$ cat src/rtl/mwb_pkg.sv
`timescale 1ns/1ps
package mwb_pkg;
  parameter int unsigned MWB_NUM_ENT_DEF = 4;
  parameter int unsigned MWB_WORDS_DEF   = 4;
  parameter int unsigned MWB_WORD_W_DEF  = 32;
  parameter int unsigned MWB_LINE_W_DEF  = 26;

  typedef enum logic [1:0] {
    OCC_HOLD  = 2'b00,
    OCC_POP   = 2'b01,
    OCC_PUSH  = 2'b10,
    OCC_SWAP  = 2'b11
  } occ_op_e;
endpackage

$ cat src/rtl/mwb_ctrl.sv
`timescale 1ns/1ps
module mwb_ctrl
  import mwb_pkg::*;
#(
  parameter int unsigned NUM_ENT = MWB_NUM_ENT_DEF
) (
  input  logic                       clk,
  input  logic                       rst_n,
  input  logic                       alloc_i,
  input  logic                       pop_i,
  output logic [$clog2(NUM_ENT)-1:0] head_o,
  output logic [$clog2(NUM_ENT)-1:0] tail_o,
  output logic [NUM_ENT-1:0]         ent_valid_o,
  output logic                       full_o,
  output logic                       empty_o
);
  localparam int unsigned PTR_W = $clog2(NUM_ENT);
  localparam int unsigned CNT_W = PTR_W + 1;

  logic [PTR_W-1:0] head_q, head_d;
  logic [PTR_W-1:0] tail_q, tail_d;
  logic [CNT_W-1:0] cnt_q, cnt_d;
  occ_op_e          op;

  assign op = occ_op_e'({alloc_i, pop_i});

  always_comb begin
    head_d = head_q;
    tail_d = tail_q;
    cnt_d  = cnt_q;
    unique case (op)
      OCC_PUSH: begin
        tail_d = tail_q + PTR_W'(1);
        cnt_d  = cnt_q + CNT_W'(1);
      end
      OCC_POP: begin
        head_d = head_q + PTR_W'(1);
        cnt_d  = cnt_q - CNT_W'(1);
      end
      OCC_SWAP: begin
        tail_d = tail_q + PTR_W'(1);
        head_d = head_q + PTR_W'(1);
      end
      default: ;
    endcase
  end

  always_ff @(posedge clk or negedge rst_n) begin
    if (!rst_n) begin
      head_q <= '0;
      tail_q <= '0;
      cnt_q  <= '0;
    end else if (alloc_i || pop_i) begin
      head_q <= head_d;
      tail_q <= tail_d;
      cnt_q  <= cnt_d;
    end
  end

  always_comb begin
    for (int i = 0; i < NUM_ENT; i++) begin
      logic [PTR_W-1:0] age;
      age = PTR_W'(i) - head_q;
      ent_valid_o[i] = ({1'b0, age} < cnt_q);
    end
  end

  assign head_o  = head_q;
  assign tail_o  = tail_q;
  assign full_o  = (cnt_q == CNT_W'(NUM_ENT));
  assign empty_o = (cnt_q == '0);

  // no slot is claimed while every slot is occupied
  assert_no_overflow_R5: assert property (@(posedge clk) disable iff (!rst_n)
    alloc_i |-> !full_o);

  // memory never takes a slot from an empty buffer
  assert_no_underflow_R2: assert property (@(posedge clk) disable iff (!rst_n)
    pop_i |-> !empty_o);
endmodule

$ cat src/rtl/mwb_lookup.sv
`timescale 1ns/1ps
module mwb_lookup
  import mwb_pkg::*;
#(
  parameter int unsigned NUM_ENT = MWB_NUM_ENT_DEF,
  parameter int unsigned WORDS   = MWB_WORDS_DEF,
  parameter int unsigned WORD_W  = MWB_WORD_W_DEF,
  parameter int unsigned LINE_W  = MWB_LINE_W_DEF
) (
  input  logic                              clk,
  input  logic                              rst_n,
  input  logic [NUM_ENT-1:0]                ent_valid_i,
  input  logic [NUM_ENT*LINE_W-1:0]         ent_line_i,
  input  logic [NUM_ENT*WORDS-1:0]          ent_mask_i,
  input  logic [NUM_ENT*WORDS*WORD_W-1:0]   ent_data_i,
  input  logic [$clog2(NUM_ENT)-1:0]        head_i,
  input  logic [LINE_W-1:0]                 wr_line_i,
  input  logic [LINE_W-1:0]                 rd_line_i,
  output logic                              wr_hit_o,
  output logic [$clog2(NUM_ENT)-1:0]        wr_idx_o,
  output logic [WORDS-1:0]                  rd_mask_o,
  output logic [WORDS*WORD_W-1:0]           rd_data_o
);
  localparam int unsigned PTR_W = $clog2(NUM_ENT);

  logic [NUM_ENT-1:0] wr_cand;
  logic [NUM_ENT-1:0] rd_match;

  genvar g;
  generate
    for (g = 0; g < NUM_ENT; g++) begin : g_cmp
      logic line_eq_wr, line_eq_rd;
      assign line_eq_wr  = (ent_line_i[g*LINE_W +: LINE_W] == wr_line_i);
      assign line_eq_rd  = (ent_line_i[g*LINE_W +: LINE_W] == rd_line_i);
      assign wr_cand[g]  = ent_valid_i[g] && line_eq_wr && (PTR_W'(g) != head_i);
      assign rd_match[g] = ent_valid_i[g] && line_eq_rd;
    end
  endgenerate

  always_comb begin
    wr_idx_o = '0;
    for (int i = 0; i < NUM_ENT; i++) begin
      if (wr_cand[i]) wr_idx_o = PTR_W'(i);
    end
  end
  assign wr_hit_o = |wr_cand;

  // walk slots from oldest to youngest so younger words overwrite older ones
  always_comb begin
    rd_mask_o = '0;
    rd_data_o = '0;
    for (int a = 0; a < NUM_ENT; a++) begin
      logic [PTR_W-1:0] idx;
      idx = head_i + PTR_W'(a);
      if (rd_match[idx]) begin
        for (int w = 0; w < WORDS; w++) begin
          if (ent_mask_i[idx*WORDS + w]) begin
            rd_mask_o[w] = 1'b1;
            rd_data_o[w*WORD_W +: WORD_W] = ent_data_i[(idx*WORDS + w)*WORD_W +: WORD_W];
          end
        end
      end
    end
  end

  // a line lives in at most one mergeable slot
  assert_single_target_R3: assert property (@(posedge clk) disable iff (!rst_n)
    $onehot0(wr_cand));

  // the slot offered to memory is never picked for merging
  assert_head_not_merged_R4: assert property (@(posedge clk) disable iff (!rst_n)
    wr_hit_o |-> (wr_idx_o != head_i));
endmodule

$ cat src/rtl/merge_wbuf.sv
`timescale 1ns/1ps
module merge_wbuf
  import mwb_pkg::*;
#(
  parameter int unsigned NUM_ENT = MWB_NUM_ENT_DEF,
  parameter int unsigned WORDS   = MWB_WORDS_DEF,
  parameter int unsigned WORD_W  = MWB_WORD_W_DEF,
  parameter int unsigned LINE_W  = MWB_LINE_W_DEF
) (
  input  logic                      clk,
  input  logic                      rst_n,
  input  logic                      wr_valid,
  output logic                      wr_ready,
  input  logic [LINE_W-1:0]         wr_line,
  input  logic [WORDS-1:0]          wr_mask,
  input  logic [WORDS*WORD_W-1:0]   wr_data,
  input  logic                      rd_valid,
  input  logic [LINE_W-1:0]         rd_line,
  output logic                      rd_hit,
  output logic                      rd_full,
  output logic [WORDS-1:0]          rd_mask,
  output logic [WORDS*WORD_W-1:0]   rd_data,
  output logic                      mem_valid,
  input  logic                      mem_ready,
  output logic [LINE_W-1:0]         mem_line,
  output logic [WORDS-1:0]          mem_mask,
  output logic [WORDS*WORD_W-1:0]   mem_data
);
  localparam int unsigned PTR_W     = $clog2(NUM_ENT);
  localparam int unsigned LINE_BITS = WORDS * WORD_W;

  logic [PTR_W-1:0]            head, tail, merge_idx;
  logic [NUM_ENT-1:0]          ent_valid;
  logic                        full, empty, merge_hit;
  logic                        accept, do_merge, do_alloc, do_pop;
  logic [NUM_ENT*LINE_W-1:0]   ent_line;
  logic [NUM_ENT*WORDS-1:0]    ent_mask;
  logic [NUM_ENT*LINE_BITS-1:0] ent_data;
  logic [WORDS-1:0]            fwd_mask;
  logic [LINE_BITS-1:0]        fwd_data;

  mwb_ctrl #(.NUM_ENT(NUM_ENT)) ctrl_i (
    .clk        (clk),
    .rst_n      (rst_n),
    .alloc_i    (do_alloc),
    .pop_i      (do_pop),
    .head_o     (head),
    .tail_o     (tail),
    .ent_valid_o(ent_valid),
    .full_o     (full),
    .empty_o    (empty)
  );

  mwb_lookup #(
    .NUM_ENT(NUM_ENT), .WORDS(WORDS), .WORD_W(WORD_W), .LINE_W(LINE_W)
  ) lookup_i (
    .clk        (clk),
    .rst_n      (rst_n),
    .ent_valid_i(ent_valid),
    .ent_line_i (ent_line),
    .ent_mask_i (ent_mask),
    .ent_data_i (ent_data),
    .head_i     (head),
    .wr_line_i  (wr_line),
    .rd_line_i  (rd_line),
    .wr_hit_o   (merge_hit),
    .wr_idx_o   (merge_idx),
    .rd_mask_o  (fwd_mask),
    .rd_data_o  (fwd_data)
  );

  assign wr_ready = merge_hit || !full;
  assign accept   = wr_valid && wr_ready;
  assign do_merge = accept && merge_hit;
  assign do_alloc = accept && !merge_hit;
  assign do_pop   = mem_valid && mem_ready;

  genvar g;
  generate
    for (g = 0; g < NUM_ENT; g++) begin : g_slot
      logic                 alloc_here, merge_here;
      logic [LINE_W-1:0]    line_r;
      logic [WORDS-1:0]     mask_r, mask_d;
      logic [LINE_BITS-1:0] data_r;
      logic [WORDS-1:0]     word_we;

      assign alloc_here = do_alloc && (tail == PTR_W'(g));
      assign merge_here = do_merge && (merge_idx == PTR_W'(g));
      assign word_we    = (alloc_here || merge_here) ? wr_mask : '0;

      always_comb begin
        mask_d = mask_r;
        if (alloc_here)      mask_d = wr_mask;
        else if (merge_here) mask_d = mask_r | wr_mask;
      end

      always_ff @(posedge clk or negedge rst_n) begin
        if (!rst_n)                        mask_r <= '0;
        else if (alloc_here || merge_here) mask_r <= mask_d;
      end

      always_ff @(posedge clk) begin
        if (alloc_here) line_r <= wr_line;
      end

      always_ff @(posedge clk) begin
        for (int w = 0; w < WORDS; w++) begin
          if (word_we[w]) data_r[w*WORD_W +: WORD_W] <= wr_data[w*WORD_W +: WORD_W];
        end
      end

      assign ent_line[g*LINE_W +: LINE_W]       = line_r;
      assign ent_mask[g*WORDS +: WORDS]         = mask_r;
      assign ent_data[g*LINE_BITS +: LINE_BITS] = data_r;
    end
  endgenerate

  assign mem_valid = !empty;
  assign mem_line  = ent_line[head*LINE_W +: LINE_W];
  assign mem_mask  = ent_mask[head*WORDS +: WORDS];
  assign mem_data  = ent_data[head*LINE_BITS +: LINE_BITS];

  assign rd_mask = rd_valid ? fwd_mask : '0;
  assign rd_data = rd_valid ? fwd_data : '0;
  assign rd_hit  = |rd_mask;
  assign rd_full = &rd_mask;

  // a slot offered to memory does not change until it is taken
  assert_head_stable_R2: assert property (@(posedge clk) disable iff (!rst_n)
    (mem_valid && !mem_ready) |=> (mem_valid && $stable(mem_line) && $stable(mem_mask)
                                   && $stable(mem_data)));

  // back-pressure only ever appears with pending slots
  assert_stall_needs_content_R5: assert property (@(posedge clk) disable iff (!rst_n)
    (wr_valid && !wr_ready) |-> mem_valid);

  // an empty buffer supplies nothing to a lookup
  assert_empty_no_hit_R1: assert property (@(posedge clk) disable iff (!rst_n)
    !mem_valid |-> !rd_hit);
endmodule

$ cat config.mk
export PLATFORM = sky130hd
export DESIGN_NAME = merge_wbuf
export DESIGN_NICKNAME = d
export VERILOG_FILES = /design/src/rtl/mwb_pkg.sv /design/src/rtl/mwb_ctrl.sv /design/src/rtl/mwb_lookup.sv /design/src/rtl/merge_wbuf.sv
export SDC_FILE = /design/constraint.sdc
export NUM_CORES = 2
export LEC_CHECK = 0
export ABC_AREA = 1
export BUFFER_PORTS_ARGS = -buffer_cell sky130_fd_sc_hd__buf_2
export CAP_MARGIN = 10
export CORE_MARGIN = 2
export CORE_UTILIZATION = 55
export DETAILED_ROUTE_END_ITERATION = 6
export GPL_TIMING_DRIVEN = 1
export PLACE_DENSITY = 0.76
export SLEW_MARGIN = 20
export SYNTH_ARGS = -nofsm -noshare
export SYNTH_HDL_FRONTEND = slang
export SYNTH_SLANG_ARGS = --single-unit
$ cat constraint.sdc
create_clock -name clk -period 10.8 [get_ports clk]
set_input_delay 2.16 -clock clk [delete_from_list [all_inputs] [get_ports clk]]
set_output_delay 2.16 -clock clk [all_outputs]
set_load 0.01 [all_outputs]
# == Word-level counts from Yosys, hierarchy flattened ==
# Index checks and enable logic that the tools add are counted.
# classes
bitwise,4
addsub,22
shifts,19
muxes,98
multipliers,1
reduce_logical,54
n_eq_ne,21
n_lt_le_gt_ge,24
# ops
cell,n
512-bit by 33-bit variable part select with 32-bit output,12
512-bit by 10-bit variable part select with 32-bit output,4
128-bit 2-to-1 mux,5
32-bit 2-to-1 mux,16
512-bit by 10-bit variable part select with 128-bit output,1
"32-bit by 5-bit less-than comparator with 1-bit output, second input constant",11
26-bit equality test,8
104-bit by 8-bit variable part select with 26-bit output,1
4-bit 2-to-1 mux,17
1-bit binary-select mux with 4-bit select,12
"4-bit by 2-bit adder with 5-bit output, second input constant",8
1-bit 2-to-1 mux,37
1-bit logical AND,24
"4-bit by 1-bit adder with 5-bit output, second input constant",4
"4-bit by 5-bit less-than comparator with 1-bit output, second input constant",4
1-bit binary-select mux with 2-bit select,8
4-bit bitwise OR,4
16-bit by 5-bit variable part select with 4-bit output,1
2-bit AND reduction,7
"2-bit equality test, second input constant",6
2-bit by 3-bit less-than comparator with 1-bit output,4
"2-bit by 3-bit less-than comparator with 1-bit output, second input constant",4
2-bit nonzero test,6
4-bit OR reduction,2
20 further kinds,37
# word_totals
input_bits,189
register_bits,639
elab_cells,270
output_inout_bits,294

# == Logic depth before layout (Yosys ltp) ==
# logic_depth
depth_word,14
mapped_depth,30
ltp_nobuf,19

# == Cells and area by module ==
# Synthesis repeated with hierarchy kept, for this count alone.
# hier_totals
cells_unflattened,6143
area_unflattened_um2,45039.4
# modules_own_cells
mod,instances,area_each_um2,cells_each
merge_wbuf,1,24723.7,1908
mwb_lookup,1,19780.2,4167
mwb_ctrl,1,535.5,68

# == Worst setup path after synthesis ==
# OpenSTA, ideal clock, no wires.
# synth_path
path_type,register to output
from,register ctrl_i.head_q[0] (netlist: ctrl_i.head_o[0])
to,output rd_data[56]
setup_slack_ns,3.747
t_required_ns,8.640
stages_incl_launch_ff,29
t_arrival_ns,4.893
path_cell_list,dfrtp_1 -> buf_2 -> inv_2 -> buf_2 -> buf_2 -> buf_2 -> buf_2 -> clkbuf_1 -> buf_2 -> ha_1 -> inv_2 -> clkbuf_1 -> buf_2 -> clkbuf_1 -> clkbuf_1 -> ha_1 -> a31oi_1 -> nand3_1 -> nor2_2 -> nand3_1 -> nand3_2 -> nand3b_4 -> inv_2 -> buf_6 -> buf_6 -> nor2_1 -> nand2_1 -> nand2_1 -> a21oi_1
# synth_between
elab_chain_cells,13
# synth_rtl
item,line,source
from (decl),mwb_ctrl.sv:20,"logic [PTR_W-1:0] head_q, head_d;"
from (signal assigned),mwb_ctrl.sv:50,head_q <= '0;
from (signal assigned),mwb_ctrl.sv:54,head_q <= head_d;
"parallel branches: the longest is 11 deep, another holds 4-bit by 1-bit adder with 5-bit output",-,
128-bit 2-to-1 mux *,mwb_lookup.sv:55,if (rd_match[idx]) begin
128-bit 2-to-1 mux *,merge_wbuf.sv:124,assign rd_data = rd_valid ? fwd_data : '0;
to (decl),merge_wbuf.sv:22,"output logic [WORDS*WORD_W-1:0] rd_data,"
# Every way passes the cells marked *. The select of a mux whose other input is x is not followed.

# == Final worst setup path ==
# layout_path
from,register ctrl_i.head_q[0] (netlist: ctrl_i.head_o[0])
to,output rd_data[95]
# layout_between
elab_chain_cells,13
# layout_rtl
item,line
"parallel branches: the longest is 11 deep, another holds 4-bit by 2-bit adder with 5-bit output",-
128-bit 2-to-1 mux *,mwb_lookup.sv:55
128-bit 2-to-1 mux *,merge_wbuf.sv:124
# Marked as above.

==> out/results.txt <==
hold path depth: 2
1st-iter DRT viols: 3581
vias in the first global route: 34500
commonest cells after routing, fill and taps aside: nand2_1, o21ai_0, edfxtp_1
P_sw: 0.00707 W
largest family of logic cells by synthesized area: simple AND/OR/NAND/NOR gates
RSZ-0062 raised after global routing: false
power share of the clock group: 0.168
Slew @ Worst Pin: 1110 ps
Hold Crit Endpoint: g_slot[3].mask_r[1]
total CTS buffers: 73
cts hold-fix bufs: 0
worst-path cell chain: inv_8 -> ha_4 -> inv_8 -> ha_1 -> a31oi_1 -> nand3_1 -> nor2_2 -> nand3_1 -> nand3_2 -> nand3b_4 -> inv_2 -> nor2_1 -> nand2_1 -> nand2_1 -> a21oi_1 -> buf_2
Hold Path Origin: g_slot[3].mask_r[1]
die area: 76000 µm²
slowest cell delay on critical path: 950 ps
status: complete, no violations
commonest non-fill, non-tap cell in the layout: nand2_1
first-pass detailed-route iteration total: 6
R2R Setup Slk: 4130 ps
Pins Over Slew Limit: 0
Max-Cap Viols: 0
CTS tree: built
grt ovf: 0
Pwr per Cell Area: 306 nW/µm²
Routed WL: 127000 µm
Slew headroom: 0.257
period utilization: 0.850
Initial Utilization: 0.556
Fin Clk Skew: 30.1 ps
critical path class: reg -> out
Worst Hold Class: reg -> reg
PortBufs: 482
Comb power frac: 0.592
sequential power share: 0.239
placed cell area: 43000 µm²
Compound-Gate Fraction of Synth Area: 0.184
DR vias/cell: 5.69
reg-to-reg startpoint: ctrl_i.head_o[0]
RR Endpoint: g_slot[1].data_r[111]
multiplexer area fraction after synthesis: 0.000247
fin area: 45300 µm²
Clock Sinks: 639
first-pass GRT wire length: 191000 µm
P_leak: 19.5 nW
xor/xnor share of the synthesized area: 0.0233
critical path fanouts, max: 171
post-synthesis sequential area ratio: 0.470
post-DR wirelength/cell: 18.9 µm
initial antenna violation count: 39
antenna-violating nets left: 0
CTS clock-pin slew for the worst setup and hold paths: 70 ps
I/O Pins: 483
Tmin final: 9180 ps
Clock Tree Root: clkbuf_16
Hold Vio Cnt, Final: 0
Layout area overhead: 11.6%
Total GRT Usage: 0.325
CP Data Arrival Time: 7020 ps
dpl hpwl: 81700 µm
Synth Instances: 5416
GPL Wtd Cong: 1.01
ys flop type: edfxtp_1
die width: 276 µm
Worst Path Required: 8640 ps
Max Clk Rate: 109 MHz
Setup crit start kind: flop
synth warn: 0
Synth Area per Inst: 7.49 µm²
FFs w/ async S/R, synth: 0.0360
post-synthesis net count: 5622
vias post-DR: 38100
CP Capture Type: output pin
Synth Area in Adders: 0.00543
largest net degree at the start of global routing: 172
number of H-tree levels: 3
R2R cell count: 15
EDFF count, synth: 616
die height: 276 µm
fraction of layout cells with a size suffix above 1: 0.118
worst slack, placed: 2360 ps
slowest CP cell: dfrtp_4
CTS resizes: 0
post-CTS setup buffers: 0
Worst-Skew Late Latency: 620 ps
simple-gate area share of the yosys netlist: 0.227
Internal Power: 0.00679 W
#FFs+latches synth: 639
worst setup margin: 1620 ps
maximum vdd drop: 0.416 mV
Setup violations, final: 0
Sw Ratio: 0.510
synth unique cells: 46
maximum root-to-sink buffer count: 3
CORE AREA: 73000 µm²
synthesized area: 40600 µm²
fin nets: 5860
number of remaining DRC errors: 0
setup tns final: 0 ps
placement row count: 99
## state kept, by name (all words and copies together), names as in the netlist
| name | flops |
|---|---|
| ctrl_i.head_o | 2 |
| g_slot.data_r | 512 |
| g_slot.mask_r | 16 |
| ctrl_i.tail_o | 2 |
| g_slot.line_r | 104 |
| ctrl_i.cnt_q | 3 |
## power by group through the flow
stage                     sequential [W]  clock, W  combinational [W]
after floorplan                  0.00323         0            0.00573
after global placement           0.00335         0            0.00789
after detailed placement         0.00336         0            0.00804
after CTS                        0.00331   0.00236            0.00807
after global routing             0.00335   0.00245            0.00914
final                            0.00332   0.00233            0.00820
## through the flow
stage | power [W] | instances | hold slack [ps] | util
floorplan | 0.00896 | 5416 | 449 | -
global placement | 0.0112 | 6537 | 463 | 0.589
detailed placement | 0.0114 | 6537 | 468 | 0.589
CTS | 0.0137 | 6666 | 484 | 0.619
global route | 0.0149 | 6690 | 512 | 0.620
finish | 0.0139 | 6703 | 490 | 0.621
## cell type report
cell class / instances / area, µm²
Inverter: 535 / 2030
Fill cell: 6440 / 27700
Multi-Input combinational cell: 3874 / 17900
Timing Repair Buffer: 531 / 2800
Clock inverter: 30 / 209
Sequential cell: 639 / 19100
Antenna cell: 36 / 90.1
Clock buffer: 99 / 1990
Tap cell: 959 / 1200
## worst max-delay path, delay by kind of cell, from the launching register on
family / cells / cell delay (ps)
buf+inv: 4 / 1830
fa+ha+maj: 2 / 1330
flops: 1 / 950
compound gates: 2 / 750
simple gates: 8 / 1290
## synth_stat cells, types with 13 or more instances
master	instances	area, µm²
a21oi_1	257	1290
buf_1	56	210
buf_2	107	536
buf_4	13	97.6
clkbuf_1	174	653
dfrtp_1	23	576
edfxtp_1	616	18500
ha_1	16	200
inv_1	517	1940
inv_2	15	56.3
nand2_1	1552	5830
nand3_1	168	841
nand4_1	27	169
nor2_1	527	1980
o211ai_1	97	728
o21ai_0	1015	5080
o22ai_1	37	231
xnor2_1	69	604
xor2_1	39	342
## cells by family (layout without fill, tap and decap cells)
group | after synthesis | after routing
xor gates and xnor gates | 108 | 108
AOI/OAI and AO/OA | 1426 | 1426
adders and majority gates | 17 | 17
buffers and inverters | 903 | 1195
muxes | 1 | 1
other | 0 | 36
DFF | 639 | 639
and+or+nand+nor | 2322 | 2322
## worst max-delay path by stage
stage / startpoint / to / depth (start not counted)
2_1_floorplan: ctrl_i.head_o[0] / rd_data[56] / 28
3_3_place_gp: ctrl_i.head_o[0] / rd_data[95] / 16
3_5_place_dp: ctrl_i.head_o[0] / rd_data[95] / 16
4_1_cts: ctrl_i.head_o[0] / rd_data[95] / 16
5_1_grt: ctrl_i.head_o[0] / rd_data[95] / 16
6_report: ctrl_i.head_o[0] / rd_data[95] / 16
## per-layer routing
metal	global-route usage	wire length, µm
met5	0	137
met4	0.171	5940
met3	0.0737	12800
met2	0.517	58300
met1	0.415	49600
No activity file was read; power rests on OpenSTA's default activity.
